### config.mk
export PLATFORM = sky130hd
export DESIGN_NAME = irq_cause_bank
export DESIGN_NICKNAME = d
export VERILOG_FILES = /design/src/rtl/irq_bank_pkg.sv /design/src/rtl/irq_bank_ctrl.sv /design/src/rtl/irq_bank_dp.sv /design/src/rtl/irq_cause_bank.sv
export SDC_FILE = /design/constraint.sdc
export NUM_CORES = 1
export LEC_CHECK = 0
export BUFFER_PORTS_ARGS = -buffer_cell sky130_fd_sc_hd__buf_2
export CORE_ASPECT_RATIO = 1.2
export CORE_MARGIN = 8
export CORE_UTILIZATION = 30
export CTS_CLUSTER_SIZE = 8
export DETAILED_ROUTE_END_ITERATION = 8
export GPL_ROUTABILITY_DRIVEN = 0
export PLACE_DENSITY = 0.46
export SYNTH_ARGS = -nofsm -noshare
export SYNTH_HDL_FRONTEND = slang
export SYNTH_HIERARCHICAL = 1
export SYNTH_SLANG_ARGS = --single-unit
### constraint.sdc
create_clock -name clk -period 1.6 [get_ports clk]
set_input_delay 0.32 -clock clk [delete_from_list [all_inputs] [get_ports clk]]
set_output_delay 0.32 -clock clk [all_outputs]
set_load 0.01 [all_outputs]
### src/rtl/irq_bank_pkg.sv
package irq_bank_pkg;
  localparam int IDX_W = 3;

  typedef enum logic [IDX_W-1:0] {
    IDX_MODE     = 3'd0,
    IDX_CAUSE    = 3'd1,
    IDX_MASKED   = 3'd2,
    IDX_CAUSESET = 3'd3,
    IDX_MASK     = 3'd4,
    IDX_MASKSET  = 3'd5,
    IDX_MASKCLR  = 3'd6,
    IDX_SPARE    = 3'd7
  } regIdx_e;

  typedef struct packed {
    logic wrMode;
    logic wrCause;
    logic wrMasked;
    logic wrCauseSet;
    logic wrMask;
    logic wrMaskSet;
    logic wrMaskClr;
    logic rdAny;
    logic rdCause;
    logic rdMasked;
  } bankStrobes_t;
endpackage

### src/rtl/irq_bank_ctrl.sv
module irq_bank_ctrl
  import irq_bank_pkg::*;
(
  input  logic             clk,
  input  logic             rstN,
  input  logic [IDX_W-1:0] regSel,
  input  logic             wrEn,
  input  logic             rdEn,
  output bankStrobes_t     strb
);
  logic rdOk;

  // A write takes precedence over a read issued in the same cycle.
  assign rdOk = rdEn && !wrEn;

  always_comb begin
    strb = '0;
    if (wrEn) begin
      unique case (regIdx_e'(regSel))
        IDX_MODE:     strb.wrMode     = 1'b1;
        IDX_CAUSE:    strb.wrCause    = 1'b1;
        IDX_MASKED:   strb.wrMasked   = 1'b1;
        IDX_CAUSESET: strb.wrCauseSet = 1'b1;
        IDX_MASK:     strb.wrMask     = 1'b1;
        IDX_MASKSET:  strb.wrMaskSet  = 1'b1;
        IDX_MASKCLR:  strb.wrMaskClr  = 1'b1;
        default:      ;
      endcase
    end
    strb.rdAny    = rdOk;
    strb.rdCause  = rdOk && (regSel == IDX_CAUSE);
    strb.rdMasked = rdOk && (regSel == IDX_MASKED);
  end

  // a write and a read in the same cycle never both produce strobes.
  p_single_access_r10: assert property (@(posedge clk) disable iff (!rstN)
    $onehot0({strb.wrMode, strb.wrCause, strb.wrMasked, strb.wrCauseSet,
              strb.wrMask, strb.wrMaskSet, strb.wrMaskClr, strb.rdAny}));

  // a write suppresses any read strobe.
  p_write_wins_r10: assert property (@(posedge clk) disable iff (!rstN)
    wrEn |-> !(strb.rdAny || strb.rdCause || strb.rdMasked));
endmodule

### src/rtl/irq_bank_dp.sv
module irq_bank_dp
  import irq_bank_pkg::*;
#(
  parameter int NUM_SRC = 32
) (
  input  logic               clk,
  input  logic               rstN,
  input  bankStrobes_t       strb,
  input  logic [IDX_W-1:0]   regSel,
  input  logic [NUM_SRC-1:0] wrData,
  input  logic [NUM_SRC-1:0] hwEvent,
  output logic [NUM_SRC-1:0] rdData,
  output logic               irqOut
);
  localparam logic [NUM_SRC-1:0] ALL_ONES = {NUM_SRC{1'b1}};

  logic [NUM_SRC-1:0] causeQ, modeQ, maskQ, rdQ;
  logic [NUM_SRC-1:0] causeD, maskD, clrVec, setVec, visVec, rdVal;
  logic               irqQ;

  assign visVec = causeQ & ~maskQ;

  always_comb begin
    clrVec = '0;
    if (strb.wrCause || strb.wrMasked) clrVec = clrVec | (wrData & ~modeQ);
    if (strb.rdCause)                  clrVec = clrVec | (causeQ & modeQ);
    if (strb.rdMasked)                 clrVec = clrVec | (visVec & modeQ);
    setVec = hwEvent | (strb.wrCauseSet ? wrData : '0);
    causeD = (causeQ & ~clrVec) | setVec;   // set wins over clear
  end

  always_comb begin
    maskD = maskQ;
    if (strb.wrMask)         maskD = wrData;
    else if (strb.wrMaskSet) maskD = maskQ | wrData;
    else if (strb.wrMaskClr) maskD = maskQ & ~wrData;
  end

  always_comb begin
    unique case (regIdx_e'(regSel))
      IDX_MODE:   rdVal = modeQ;
      IDX_CAUSE:  rdVal = causeQ;
      IDX_MASKED: rdVal = visVec;
      IDX_MASK:   rdVal = maskQ;
      default:    rdVal = '0;
    endcase
  end

  always_ff @(posedge clk) begin
    if (!rstN) begin
      causeQ <= '0;
      modeQ  <= '0;
      maskQ  <= ALL_ONES;
      rdQ    <= '0;
      irqQ   <= 1'b0;
    end else begin
      causeQ <= causeD;
      maskQ  <= maskD;
      if (strb.wrMode) modeQ <= wrData;
      if (strb.rdAny)  rdQ   <= rdVal;
      irqQ <= |visVec;
    end
  end

  assign rdData = rdQ;
  assign irqOut = irqQ;

  // every event pulse is pending after its edge.
  p_event_sets_r3: assert property (@(posedge clk) disable iff (!rstN)
    (|hwEvent) |=> ((causeQ & $past(hwEvent)) == $past(hwEvent)));

  // a write of ones to the cause register clears write-one-to-clear bits.
  p_w1c_clears_r4: assert property (@(posedge clk) disable iff (!rstN)
    strb.wrCause |=> ((causeQ & $past(wrData & ~modeQ & ~hwEvent)) == '0));

  // a read of the cause register keeps write-one-to-clear bits.
  p_read_keeps_w1c_r4: assert property (@(posedge clk) disable iff (!rstN)
    strb.rdCause |=> ((causeQ & $past(causeQ & ~modeQ)) == $past(causeQ & ~modeQ)));

  // a read of the cause register clears the clear-on-read bits it returned.
  p_cor_clears_r5: assert property (@(posedge clk) disable iff (!rstN)
    strb.rdCause |=> ((causeQ & $past(causeQ & modeQ & ~hwEvent)) == '0));

  // a read of the masked view leaves masked pending bits in place.
  p_masked_read_keeps_r6: assert property (@(posedge clk) disable iff (!rstN)
    strb.rdMasked |=> ((causeQ & $past(causeQ & maskQ)) == $past(causeQ & maskQ)));

  // the mask-set port sets the written bits.
  p_mask_set_r8: assert property (@(posedge clk) disable iff (!rstN)
    strb.wrMaskSet |=> ((maskQ & $past(wrData)) == $past(wrData)));

  // the mask-clear port clears the written bits.
  p_mask_clr_r8: assert property (@(posedge clk) disable iff (!rstN)
    strb.wrMaskClr |=> ((maskQ & $past(wrData)) == '0));

  // a fully masked bank drives no request.
  p_masked_quiet_r9: assert property (@(posedge clk) disable iff (!rstN)
    (maskQ == ALL_ONES) |=> !irqOut);
endmodule

### src/rtl/irq_cause_bank.sv
module irq_cause_bank
  import irq_bank_pkg::*;
#(
  parameter int NUM_SRC = 32
) (
  input  logic               clk,
  input  logic               rstN,
  input  logic [NUM_SRC-1:0] hwEvent,
  input  logic [2:0]         regSel,
  input  logic               wrEn,
  input  logic [NUM_SRC-1:0] wrData,
  input  logic               rdEn,
  output logic [NUM_SRC-1:0] rdData,
  output logic               irqOut
);
  bankStrobes_t strb;

  irq_bank_ctrl u_ctrl (
    .clk    (clk),
    .rstN   (rstN),
    .regSel (regSel),
    .wrEn   (wrEn),
    .rdEn   (rdEn),
    .strb   (strb)
  );

  irq_bank_dp #(.NUM_SRC(NUM_SRC)) u_dp (
    .clk     (clk),
    .rstN    (rstN),
    .strb    (strb),
    .regSel  (regSel),
    .wrData  (wrData),
    .hwEvent (hwEvent),
    .rdData  (rdData),
    .irqOut  (irqOut)
  );
endmodule

==> flow_summary.toml <==
[status]
status = "finished, final reports clean"

[floorplanning]
core_um2 = 23000
initial_core_util_pct = 30.3
chipWidth_um = 155
dieHeight_um = 183
rows = 61
boundaryPins = 104
die_area_um2 = 28400

[drt]
wl_um = 24000
wl_per_cell_um = 19.1
firstDrtPassIters = 5
drt_iter0_drc = 409
drt-vias-per-instance = 5.25
drc_errors = 0
vias = 6604
drtAntennaViolNets = 0

[clocking]
hold_buffers = 0
post_cts_buffers = 0
numCtsBuffers = 17
clk_latency_ns = 0.42
root_buffer = "clkbuf_16"
clock-sinks = 129
cts_resized = 0
cts-htree-levels = 4
path_clk_slew_ns = 0.06
cts_tree = "yes"
clockBufferDepth = 2

[grt]
grt_max_degree = 56
grt_overflow = 0
grt_pass1_vias = 6558
grt_pass1_wl_um = 38300
antenna_found_initial = 1
grt.total_usage_pct = 17.0

[yosys]
ys_seq_elements = 129
synth_area_um2 = 6980
synth_edf_count = 0
yosys_warnings = 6
synth_top_area_cell = "dfxtp_1"
yosysSeqAreaShare_pct = 37.0
syn_inst = 813
yosysMostFrequentCell = "dfxtp_1"
synth_nets = 884
synth_area_leaders = "dfxtp_1 (37%), mux2i_1 (9.2%), a21oi_1 (8.2%), nand2b_1 (7.2%), a221o_1 (4.6%)"
yosysTopAreaCellShare_pct = 37.0
ys_types = 37
synthFlopType = "dfxtp_1"
ys_top_cells_by_count = "dfxtp_1 (129), a21oi_1 (115), nand2b_1 (80), mux2i_1 (64), nor2_1 (40)"
ys_async_sr_fraction_pct = 0
syn_avg_cell_area_um2 = 8.58

[placement]
post-place-ws_ns = -0.229
dp_hpwl_um = 16000
io_buffers = 103

[critical_path]
end_kind = "flop"
cp-start-kind = "flop"
worstPathArrival_ns = 1.77
cp_max_fo = 5
crit_type = "reg -> reg"
cp_data_required_time_ns = 1.88

[pwr]
ir_drop_mv = 0.769
power.share.sequential_pct = 40.5
internal_power_uw = 6410
clkPwrFrac_pct = 48.0
p_leak_uw = 0.00339
switching_power_uw = 2190
p_per_area_nw_per_um2 = 969
combPwrFrac_pct = 11.5
sw_frac_of_total_pct = 25.5

[finish]
area_growth_pct = 27.2
diodes = 0
fin_util_pct = 38.5
final_nets = 1001
drive_above_1_share_pct = 21.8

[timing]
finalCritPeriodShare_pct = 93.3
finalSetupViolations = 0
skew_ns = 0.0153
timing.hold.ws_ns = 0.156
worst_pin_slew_ns = 0.536
slew_headroom_pct = 64.1
fin_tns_setup_ns = 0
period_minus_slack_ns = 1.49
slew_viol_final = 0
rsz0062_at_grt = "false"
fin_ws_ns = 0.108
hold_violations = 0
fmax_ghz = 0.670

[min_path]
hold_class = "in -> reg"

[flow_run]
max_cap_violations = 0
per-layer routing:
| layer | GRT usage (%) | share of wire, % | vias to the layer above |
|---|---|---|---|
| li1 | - | - | 3235 |
| met1 | 23.0 | 49 | 3215 |
| met2 | 27.1 | 45 | 136 |
| met3 | 3.27 | 4.3 | 16 |
| met4 | 4.86 | 1.2 | 2 |
| met5 | 0 | 0.042 | - |
stage by stage:
step,cells,cell area [um^2],total power [uW]
floorplan,813,6980,4040
global placement,1226,8260,4550
detailed placement,1226,8260,4540
CTS,1258,8870,8680
global route,1258,8870,8940
finish,1258,8870,8600
worst paths after layout:
path,from,endpoint,slack (ns),depth (start not counted)
worst max-delay path,flop,u_dp/irqOut$_SDFF_PN0_,0.11,5
worst max register to register,flop,u_dp/irqOut$_SDFF_PN0_,0.11,5
worst min register to register,u_dp/rdData[3]$_SDFFE_PN0P_,u_dp/rdData[3]$_SDFFE_PN0P_,0.46,2
worst min-delay path,hwEvent[20],u_dp/causeQ[20]$_SDFF_PN0_,0.16,3
power groups by stage:
stage,clock [uW],sequential [uW],combinational [uW]
finish,4130,3480,992
global route,4350,3510,1080
CTS,4210,3480,1000
detailed placement,0,3550,995
global placement,0,3550,995
floorplan,0,3520,522
critical path, cell delays in order, from the launching register on:
cell and delay, ns:
dfxtp_1 0.40, nand2b_1 0.14, o2111ai_1 0.18, nor4_1 0.34, buf_4 0.18, a31oi_1 0.12
layout by cell type, fill, tap and decap left out, types with 3 or more instances in the layout:
cell,n
o21ai_0,33
a221o_1,32
o22ai_1,6
buf_12,15
buf_2,103
dfxtp_1,129
mux2i_1,64
a21oi_1,115
nand3b_1,31
a21boi_1,10
o211ai_1,33
nand2b_1,80
buf_4,48
a32o_1,31
bufinv_16,3
nor2_1,37
inv_1,18
o21ai_1,30
clkbuf_16,17
clkinv_2,5
nor2_2,3
nand2_1,35
clkbuf_8,4
o2111ai_1,5
and3b_1,32
cell families (layout without fill, tap and decap cells):
family / count (synthesis) / after routing / synth area share [%]
AOI/OAI and AO/OA: 301 / 301 / 28.3
and+or+nand+nor: 232 / 232 / 20.0
muxes: 64 / 64 / 9.18
buffers and inverters: 87 / 217 / 5.58
DFF: 129 / 129 / 37.0
area by class of cell:
cell class | instances | area [um^2]
timing repair buffer | 166 | 1180
fill | 2454 | 14200
inverter | 19 | 72.6
tap | 315 | 394
clock inverter | 9 | 126
sequential | 129 | 2580
multi-input combinational | 597 | 4030
clock buffer | 23 | 488
No activity file was read; power rests on OpenSTA's default activity.
